===== config.mk =====
export PLATFORM = sky130hd
export DESIGN_NAME = bcd_calendar_core
export DESIGN_NICKNAME = d
export VERILOG_FILES = /design/src/rtl/cal_pkg.sv /design/src/rtl/cal_prescaler.sv /design/src/rtl/cal_time_chain.sv /design/src/rtl/cal_date_chain.sv /design/src/rtl/bcd_calendar_core.sv
export SDC_FILE = /design/constraint.sdc
export NUM_CORES = 1
export LEC_CHECK = 0
export ABC_AREA = 1
export BUFFER_PORTS_ARGS = -buffer_cell sky130_fd_sc_hd__buf_2
export CAP_MARGIN = 20
export CORE_ASPECT_RATIO = 1.75
export CORE_MARGIN = 3
export CORE_UTILIZATION = 37
export CTS_BUF_LIST = sky130_fd_sc_hd__clkbuf_8 sky130_fd_sc_hd__clkbuf_16
export CTS_CLUSTER_SIZE = 20
export DETAILED_ROUTE_END_ITERATION = 12
export HOLD_SLACK_MARGIN = 0.12
export MAX_ROUTING_LAYER = met4
export PLACE_DENSITY_LB_ADDON = 0.15
export SLEW_MARGIN = 20
export SYNTH_ARGS = -nofsm -noshare
export SYNTH_HDL_FRONTEND = slang
export SYNTH_SLANG_ARGS = --single-unit

===== constraint.sdc =====
create_clock -name clk -period 2.1 [get_ports clk]
set_input_delay 0.105 -clock clk [delete_from_list [all_inputs] [get_ports clk]]
set_output_delay 0.105 -clock clk [all_outputs]
set_load 0.01 [all_outputs]

===== src/rtl/cal_pkg.sv =====
package cal_pkg;

  // Increment a two-digit packed BCD value.
  function automatic logic [7:0] bcd_inc(input logic [7:0] v);
    return (v[3:0] == 4'd9) ? {v[7:4] + 4'd1, 4'd0} : v + 8'd1;
  endfunction

  // BCD year divisible by four.
  function automatic logic is_leap(input logic [7:0] y);
    if (!y[4]) return (y[3:0] == 4'd0) || (y[3:0] == 4'd4) || (y[3:0] == 4'd8);
    else       return (y[3:0] == 4'd2) || (y[3:0] == 4'd6);
  endfunction

  // Last BCD day of a BCD month.
  function automatic logic [5:0] last_day(input logic [4:0] m, input logic [7:0] y);
    case (m)
      5'h02:                      return is_leap(y) ? 6'h29 : 6'h28;
      5'h04, 5'h06, 5'h09, 5'h11: return 6'h30;
      default:                    return 6'h31;
    endcase
  endfunction

  // 24-hour successor.
  function automatic logic [5:0] hour24_next(input logic [5:0] h);
    logic [7:0] t;
    t = bcd_inc({2'b00, h});
    return (h == 6'h23) ? 6'h00 : t[5:0];
  endfunction

  // 12-hour successor: bit 5 is PM, bits 4:0 hold 1..12.
  function automatic logic [5:0] hour12_next(input logic [5:0] h);
    logic [7:0] t;
    t = bcd_inc({3'b000, h[4:0]});
    if (h[4:0] == 5'h12)      return {h[5], 5'h01};
    else if (h[4:0] == 5'h11) return {~h[5], 5'h12};
    else                      return {h[5], t[4:0]};
  endfunction

endpackage


===== src/rtl/cal_prescaler.sv =====
module cal_prescaler #(
  parameter int PRESCALE = 32768
) (
  input  logic clk,
  input  logic rst_n,
  input  logic osc_tick,
  input  logic clr,
  output logic sec_tick
);
  localparam int CW = (PRESCALE > 2) ? $clog2(PRESCALE) : 1;
  localparam logic [CW-1:0] LAST = CW'(PRESCALE - 1);

  logic [CW-1:0] cnt_q;

  assign sec_tick = osc_tick && !clr && (cnt_q == LAST);

  always_ff @(posedge clk) begin
    if (!rst_n || clr)  cnt_q <= '0;
    else if (osc_tick)  cnt_q <= (cnt_q == LAST) ? '0 : cnt_q + 1'b1;
  end

  AST_CLR_RESTARTS: assert property (@(posedge clk) disable iff (!rst_n)
    clr |=> cnt_q == '0);
  AST_SECOND_RESTARTS: assert property (@(posedge clk) disable iff (!rst_n)
    sec_tick |=> cnt_q == '0);
endmodule


===== src/rtl/cal_time_chain.sv =====
module cal_time_chain
  import cal_pkg::*;
(
  input  logic       clk,
  input  logic       rst_n,
  input  logic       adv,
  input  logic       mode24,
  input  logic       wr_sec,
  input  logic       wr_min,
  input  logic       wr_hour,
  input  logic [6:0] wr_data,
  output logic [6:0] sec_q,
  output logic [6:0] min_q,
  output logic [5:0] hour_q,
  output logic       day_carry
);
  logic       min_carry, hour_carry;
  logic [7:0] sec_inc, min_inc;

  assign sec_inc    = bcd_inc({1'b0, sec_q});
  assign min_inc    = bcd_inc({1'b0, min_q});
  assign min_carry  = adv && (sec_q == 7'h59);
  assign hour_carry = min_carry && (min_q == 7'h59);
  assign day_carry  = hour_carry && (mode24 ? (hour_q == 6'h23) : (hour_q == 6'h31));

  always_ff @(posedge clk) begin
    if (!rst_n) begin
      sec_q  <= 7'h00;
      min_q  <= 7'h00;
      hour_q <= 6'h12;
    end else begin
      if (wr_sec)         sec_q <= wr_data;
      else if (adv)       sec_q <= (sec_q == 7'h59) ? 7'h00 : sec_inc[6:0];
      if (wr_min)         min_q <= wr_data;
      else if (min_carry) min_q <= (min_q == 7'h59) ? 7'h00 : min_inc[6:0];
      if (wr_hour)         hour_q <= wr_data[5:0];
      else if (hour_carry) hour_q <= mode24 ? hour24_next(hour_q) : hour12_next(hour_q);
    end
  end

  AST_MIN_CARRY_ZERO_SEC: assert property (@(posedge clk) disable iff (!rst_n)
    min_carry |=> sec_q == 7'h00);
  AST_MIDNIGHT_24: assert property (@(posedge clk) disable iff (!rst_n)
    (day_carry && mode24) |=> hour_q == 6'h00);
  AST_MIDNIGHT_12: assert property (@(posedge clk) disable iff (!rst_n)
    (day_carry && !mode24) |=> hour_q == 6'h12);
endmodule


===== src/rtl/cal_date_chain.sv =====
module cal_date_chain
  import cal_pkg::*;
(
  input  logic       clk,
  input  logic       rst_n,
  input  logic       adv,
  input  logic       wr_wday,
  input  logic       wr_day,
  input  logic       wr_month,
  input  logic       wr_year,
  input  logic [7:0] wr_data,
  output logic [2:0] wday_q,
  output logic [5:0] day_q,
  output logic [4:0] month_q,
  output logic       century_q,
  output logic [7:0] year_q
);
  logic       month_carry, year_carry;
  logic [7:0] day_inc, month_inc, year_inc;

  assign day_inc     = bcd_inc({2'b00, day_q});
  assign month_inc   = bcd_inc({3'b000, month_q});
  assign year_inc    = bcd_inc(year_q);
  assign month_carry = adv && (day_q == last_day(month_q, year_q));
  assign year_carry  = month_carry && (month_q == 5'h12);

  always_ff @(posedge clk) begin
    if (!rst_n) begin
      wday_q    <= 3'd0;
      day_q     <= 6'h01;
      month_q   <= 5'h01;
      century_q <= 1'b0;
      year_q    <= 8'h00;
    end else begin
      if (wr_wday)  wday_q <= wr_data[2:0];
      else if (adv) wday_q <= (wday_q == 3'd6) ? 3'd0 : wday_q + 3'd1;
      if (wr_day)   day_q <= wr_data[5:0];
      else if (adv) day_q <= month_carry ? 6'h01 : day_inc[5:0];
      if (wr_month) begin
        month_q   <= wr_data[4:0];
        century_q <= wr_data[7];
      end else if (month_carry) begin
        month_q <= (month_q == 5'h12) ? 5'h01 : month_inc[4:0];
        if (year_carry && year_q == 8'h99) century_q <= ~century_q;
      end
      if (wr_year)         year_q <= wr_data;
      else if (year_carry) year_q <= (year_q == 8'h99) ? 8'h00 : year_inc;
    end
  end

  AST_NEW_MONTH_FIRST_DAY: assert property (@(posedge clk) disable iff (!rst_n)
    month_carry |=> day_q == 6'h01);
  AST_NEW_YEAR_JANUARY: assert property (@(posedge clk) disable iff (!rst_n)
    year_carry |=> month_q == 5'h01);
  AST_CENTURY_AT_WRAP: assert property (@(posedge clk) disable iff (!rst_n)
    ((century_q != $past(century_q)) && !$past(wr_month)) |-> ($past(year_q) == 8'h99));
endmodule


===== src/rtl/bcd_calendar_core.sv =====
module bcd_calendar_core #(
  parameter int PRESCALE = 32768
) (
  input  logic       clk,
  input  logic       rst_n,
  input  logic       osc_tick,
  input  logic       osc_stop,
  input  logic       low_volt,
  input  logic       wr_en,
  input  logic [3:0] wr_addr,
  input  logic [7:0] wr_data,
  input  logic [3:0] rd_addr,
  output logic [7:0] rd_data
);
  localparam logic [3:0] A_SEC = 4'd0, A_MIN = 4'd1, A_HOUR = 4'd2, A_WDAY = 4'd3;
  localparam logic [3:0] A_DAY = 4'd4, A_MON = 4'd5, A_YEAR = 4'd6;
  localparam logic [3:0] A_CTLA = 4'd14, A_CTLB = 4'd15;

  logic       sec_tick, adv, day_carry, time_wr;
  logic       mode24_q, stop_q, vlow_q;
  logic [6:0] sec_q, min_q;
  logic [5:0] hour_q, day_q;
  logic [2:0] wday_q;
  logic [4:0] month_q;
  logic       century_q;
  logic [7:0] year_q;

  assign time_wr = wr_en && (wr_addr <= A_YEAR);
  assign adv     = sec_tick && !time_wr;

  cal_prescaler #(.PRESCALE(PRESCALE)) u_presc (
    .clk(clk), .rst_n(rst_n), .osc_tick(osc_tick),
    .clr(wr_en && wr_addr == A_SEC), .sec_tick(sec_tick)
  );

  cal_time_chain u_time (
    .clk(clk), .rst_n(rst_n), .adv(adv), .mode24(mode24_q),
    .wr_sec(wr_en && wr_addr == A_SEC), .wr_min(wr_en && wr_addr == A_MIN),
    .wr_hour(wr_en && wr_addr == A_HOUR), .wr_data(wr_data[6:0]),
    .sec_q(sec_q), .min_q(min_q), .hour_q(hour_q), .day_carry(day_carry)
  );

  cal_date_chain u_date (
    .clk(clk), .rst_n(rst_n), .adv(day_carry),
    .wr_wday(wr_en && wr_addr == A_WDAY), .wr_day(wr_en && wr_addr == A_DAY),
    .wr_month(wr_en && wr_addr == A_MON), .wr_year(wr_en && wr_addr == A_YEAR),
    .wr_data(wr_data), .wday_q(wday_q), .day_q(day_q), .month_q(month_q),
    .century_q(century_q), .year_q(year_q)
  );

  always_ff @(posedge clk) begin
    if (!rst_n) begin
      mode24_q <= 1'b0;
      stop_q   <= 1'b1;
      vlow_q   <= 1'b0;
    end else begin
      if (wr_en && wr_addr == A_CTLA) mode24_q <= wr_data[5];
      stop_q <= osc_stop || (stop_q && !(wr_en && wr_addr == A_CTLB && !wr_data[4]));
      vlow_q <= low_volt || (vlow_q && !(wr_en && wr_addr == A_CTLB && !wr_data[6]));
    end
  end

  always_comb begin
    case (rd_addr)
      A_SEC:   rd_data = {1'b0, sec_q};
      A_MIN:   rd_data = {1'b0, min_q};
      A_HOUR:  rd_data = {2'b00, hour_q};
      A_WDAY:  rd_data = {5'b00000, wday_q};
      A_DAY:   rd_data = {2'b00, day_q};
      A_MON:   rd_data = {century_q, 2'b00, month_q};
      A_YEAR:  rd_data = year_q;
      A_CTLA:  rd_data = {2'b00, mode24_q, 5'b00000};
      A_CTLB:  rd_data = {1'b0, vlow_q, 1'b0, stop_q, 4'b0000};
      default: rd_data = 8'h00;
    endcase
  end

  AST_STOP_FLAG_SET: assert property (@(posedge clk) disable iff (!rst_n)
    osc_stop |=> stop_q);
  AST_VLOW_FLAG_SET: assert property (@(posedge clk) disable iff (!rst_n)
    low_volt |=> vlow_q);
  AST_WRITE_BLOCKS_ADVANCE: assert property (@(posedge clk) disable iff (!rst_n)
    time_wr |-> !day_carry);
endmodule


# Word-level counts from Yosys, hierarchy flattened
# Cells that the tools add are included.
# classes
addsub,16
magnitude_cmp,1
eq_ne,43
mux,41
n_bitwise,2
reduce_logical,51
# op_table
operator,n
8-bit case mux with 9 select lines,1
6-bit 2-to-1 mux,11
7-bit 2-to-1 mux,8
4-bit == test (second input constant),11
4-bit by 3-bit == test with 1-bit output (second input constant),8
8-bit 2-to-1 mux,4
5-bit 2-to-1 mux,5
1-bit logical AND,23
4-bit by 2-bit == test with 1-bit output (second input constant),5
5-bit == test (second input constant),4
2-bit nonzero test,8
15-bit by 1-bit adder with 15-bit output (second input constant),1
15-bit == test (second input constant),1
15-bit 2-to-1 mux,1
7-bit by 1-bit adder with 7-bit output (second input constant),2
7-bit == test (second input constant),2
6-bit by 1-bit adder with 6-bit output (second input constant),2
6-bit == test (second input constant),2
4-bit logical NOT,3
6-bit case mux with 2 select lines,1
5-bit by 1-bit adder with 5-bit output (second input constant),2
5-bit by 3-bit == test with 1-bit output (second input constant),2
3-bit by 1-bit adder with 3-bit output (second input constant),3
3-bit 2-to-1 mux,3
20 further kinds,41
# word_totals
reg_bits,61
input_bits,22
elab_cells,167

# Depth between registers and ports, before layout
# logic_depth
ltp_word,15
mapped_depth,14
mapped_depth_nobuf,14

# Hierarchy
# From an unflattened synthesis, not the netlist that was laid out.
# hier_totals
hier_cells,762
area_unflattened_um2,4700.8
# by_module_without_submodules
module,instances,cells_each,area_each_um2,seq_area_each_um2
cal_date_chain,1,259,1690.4,460.4
cal_time_chain,1,235,1503.9,400.4
cal_prescaler,1,115,789.5,300.3
bcd_calendar_core,1,153,716.9,60.1

# Least setup slack after synthesis
# No wires, ideal clock.
# synth_path
kind,reg-to-reg
start,register u_presc.cnt_q[0]
end,register u_date.year_q[1]
setup_ns,0.113
arrival_ns,1.747
required_ns,1.987
path_slack_ns,0.240
stages_incl_launch_ff,13
cell_sequence,dfxtp_1 ha_1 nand2_1 nor2_1 nand4_2 nor3_4 nand4_4 nor2_4 nand2_4 nand2_4 inv_1 nor2_1 nor2_1
# synth_between
elab_chain_cells,9
# synth_rtl
element,line,rtl
from (decl),cal_prescaler.sv:13,logic [CW-1:0] cnt_q;
from (signal assigned),cal_prescaler.sv:19,else if (osc_tick) cnt_q <= (cnt_q == LAST) ? '0 : cnt_q + 1'b1;
15-bit == test,cal_prescaler.sv:15,assign sec_tick = osc_tick && !clr && (cnt_q == LAST);
1-bit logical AND,cal_prescaler.sv:15,
1-bit logical AND,bcd_calendar_core.sv:29,assign adv = sec_tick && !time_wr;
1-bit logical AND,cal_time_chain.sv:22,assign min_carry = adv && (sec_q == 7'h59);
1-bit logical AND,cal_time_chain.sv:23,assign hour_carry = min_carry && (min_q == 7'h59);
1-bit logical AND,cal_time_chain.sv:24,assign day_carry = hour_carry && (mode24 ? (hour_q == 6'h23) : (hour_q == 6'h31));
1-bit logical AND,cal_date_chain.sv:24,"assign month_carry = adv && (day_q == last_day(month_q, year_q));"
1-bit logical AND,cal_date_chain.sv:25,assign year_carry = month_carry && (month_q == 5'h12);
2-bit nonzero test (no source line),--,
to (signal assigned),cal_date_chain.sv:46,if (wr_year) year_q <= wr_data;
to (signal assigned),cal_date_chain.sv:47,else if (year_carry) year_q <= (year_q == 8'h99) ? 8'h00 : year_inc;
to (decl),cal_date_chain.sv:16,output logic [7:0] year_q
# Every way passes these cells.
# A chain may end at the register's enable or synchronous reset.

# Final worst setup path
# layout_path
start,register u_presc.cnt_q[0]
end,register u_date.year_q[3]
# The elaborated chain is that of the path after synthesis.

==> results.py <==
metrics = {
    "timing": {
        "setup_ws_ps": 105,
        "maxSlewHeadroom_pct": 72.1,
        "setup-violations-final": 0,
        "rsz0062_at_grt": "false",
        "hold_violations": 0,
        "report.final.slew_viol_count": 0,
        "period_share_pct": 95.0,
        "fin_crit_ps": 2000,
        "tightest_slew_ps": 417,
        "finalSetupTns_ps": 0,
        "fmax_mhz": 501,
        "fin_skew_ps": 8.82,
    },
    "routing": {
        "drt_wl_total_mm": 15.2,
        "vias_per_cell": 5.48,
        "drc": 0,
        "antenna_left": 0,
        "dr.pass1.iters": 5,
        "drt_iter0_drc": 309,
        "wl_per_cell_um": 17.0,
        "vias": 4915,
    },
    "clocking": {
        "cts_buffers": 9,
        "clk_pin_slew_ps": 50,
        "cts_buffer_depth": 2,
        "clockRootBuffer": "clkbuf_16",
        "h-tree-depth": 3,
        "clk_latency_ps": 340,
        "cts.sinks": 61,
        "cts_tree": "done",
    },
    "cells_and_area": {
        "final_cell_mix": "165 x nand2_1, 101 x inv_1, 64 x nor2_1",
        "multi_input_area_um2": 2660,
        "final_core_util_pct": 47.4,
        "syn2layout_area_growth_pct": 24.2,
        "diodes": 0,
        "final_nets": 797,
        "final_common_cell": "nand2_1",
        "regArea_um2": 1220,
        "final.fill_count": 1167,
        "drive_gt1_share_pct": 14.6,
        "final_cell_area_um2": 5300,
    },
    "logic_synthesis": {
        "synth_edf_count": 0,
        "ys.flop_type": "dfxtp_1",
        "syn_area_um2": 4270,
        "syn_nets": 715,
        "synth.avg_cell_area_um2": 6.29,
        "synthArstFlopShare_pct": 0,
        "ys_warn_count": 0,
        "synth_cell_types": 40,
        "syn_inst": 678,
        "ys_ff_latch": 61,
        "seq_area_frac_synth_pct": 28.6,
    },
    "floorplanning": {
        "start_util_pct": 38.2,
        "row_count": 51,
        "io_pins": 30,
        "die_h_um": 148,
        "core_area_um2": 11200,
        "dieArea_um2": 12900,
        "die_w_um": 87.2,
    },
    "setup_path": {
        "cp_max_fo": 5,
        "critPathArrivalTime_ps": 2220,
        "critPathRequiredTime_ps": 2330,
        "start_kind": "flip-flop",
        "worst_setup_path_end_kind": "flip-flop",
        "ff2ff_setup_slack_ps": 100,
        "crit_type": "flip-flop to flip-flop",
    },
    "placement": {
        "dpl.hpwl_mm": 12.0,
        "place_area_um2": 4790,
        "gp_congestion": 1.03,
        "dp_slack_ps": 111,
        "io_buffers": 29,
    },
    "run": {
        "maxCapViolCount": 0,
    },
    "power_and_ir_drop": {
        "leakagePower_nw": 2.29,
        "ir_drop_v": 0.000572,
        "power.density_nw_per_um2": 580,
    },
    "global_routing": {
        "grt_pass1_vias": 4700,
        "antenna_found_initial": 0,
        "grt.total_usage_pct": 24.5,
        "grt_overflow_total": 0,
        "grt.met3_usage_pct": 4.05,
        "use_met1_pct": 25.5,
        "grt-busiest-layer": "met2",
        "grt_max_degree": 16,
        "grt_pass1_wl_mm": 23.5,
        "grt_util_met2_pct": 42.2,
    },
    "outcome": {
        "status": "finished clean",
    },
    "worst_hold_path": {
        "hp-class": "primary input to flip-flop",
    },
}
[sequential cells by signal, summed over array words and instances (netlist names)]
signal            flops
u_date.wday_q         3
u_date.year_q         8
mode24_q              1
u_presc.cnt_q        15
stop_q                1
u_time.hour_q         6
vlow_q                1
u_date.month_q        5
u_time.min_q          7
u_date.century_q      1
u_date.day_q          6
u_time.sec_q          7
[repair_timing]
item / in CTS / in global routing
endpoints found under the setup margin: 0 / 18
hold buffers: 11 / 0
gates resized for setup: 0 / 15
endpoints found under the hold margin: 11 / 0
setup buffers: 0 / 4
[worst max-delay path: stages, from the launching register on]
cell and delay (ps):
dfxtp_2 340, ha_2 190, nand2_2 80, nor2_4 120
nand4_2 110, nor3_4 230, nand4_4 160, nor2_4 230
nand2_4 110, buf_4 160, nand3_1 80, a21oi_2 60
[layout make-up]
class | count | area share [%]
sequential | 61 | 23.1
inverter | 107 | 7.58
timing repair buffer | 76 | 9.92
clock inverter | 6 | 1.65
tap | 132 | 3.12
multi-input combinational | 505 | 50.1
clock buffer | 10 | 4.51
[final timing paths]
kind,start,to,cells after the start
max reg2reg,u_presc.cnt_q[0]$_SDFFE_PP0P_,u_date.year_q[3]$_SDFFE_PN0P_,11
max,u_presc.cnt_q[0]$_SDFFE_PP0P_,u_date.year_q[3]$_SDFFE_PN0P_,11
min,wr_data[3],u_time.sec_q[3]$_SDFFE_PN0P_,3
min reg2reg,u_presc.cnt_q[14]$_SDFFE_PP0P_,u_presc.cnt_q[14]$_SDFFE_PP0P_,2
[cells in the mapped netlist (4+ instances only)]
| library cell | count | area share, % |
|---|---|---|
| a21oi_1 | 39 | 4.6 |
| a221oi_1 | 5 | 1.0 |
| a31oi_1 | 13 | 1.9 |
| clkbuf_1 | 6 | 0.53 |
| dfxtp_1 | 61 | 29 |
| ha_1 | 15 | 4.4 |
| inv_1 | 102 | 9.0 |
| nand2_1 | 170 | 15 |
| nand3_1 | 51 | 6.0 |
| nand4_1 | 12 | 1.8 |
| nor2_1 | 67 | 5.9 |
| nor2_2 | 4 | 0.59 |
| nor3_1 | 16 | 1.9 |
| o2111ai_1 | 4 | 0.82 |
| o21ai_0 | 41 | 4.8 |
| o22ai_1 | 15 | 2.2 |
| xor2_1 | 16 | 3.3 |
[where the power goes]
group	leakage [nW]	switching (mW)	internal, mW
clock network	0.156	0.563	1.07
registers	0.494	0.0161	1.17
logic	1.64	0.164	0.0872
total	2.29	0.743	2.33
[kinds of logic (layout without fill, tap and decap cells)]
group                    after synthesis  count (layout)  share of synthesized area, %
adder cells (fa/ha/maj)               15              15                          4.40
AND/OR/NAND/NOR                      336             337                          34.9
XOR/XNOR                              16              16                          3.28
AO/OA/AOI/OAI                        137             137                          18.9
buffers and inverters                113             199                          9.94
flip-flops                            61              61                          28.6
[through the flow]
step	hold slack, ps	power [mW]	instances
6_report	127	3.07	897
5_1_grt	141	3.18	897
4_1_cts	120	3.10	892
3_5_place_dp	319	1.44	865
3_3_place_gp	309	1.44	865
2_1_floorplan	204	1.33	678
[layer usage]
metal / wire [µm] / vias up / share of wire (%)
met1: 5820 / 2252 / 38
met4: 958 / 0 / 6.3
met2: 7780 / 174 / 51
met3: 658 / 66 / 4.3
li1: - / 2423 / -
met5: 0 / - / 0
(Power assumes the default switching activity.)
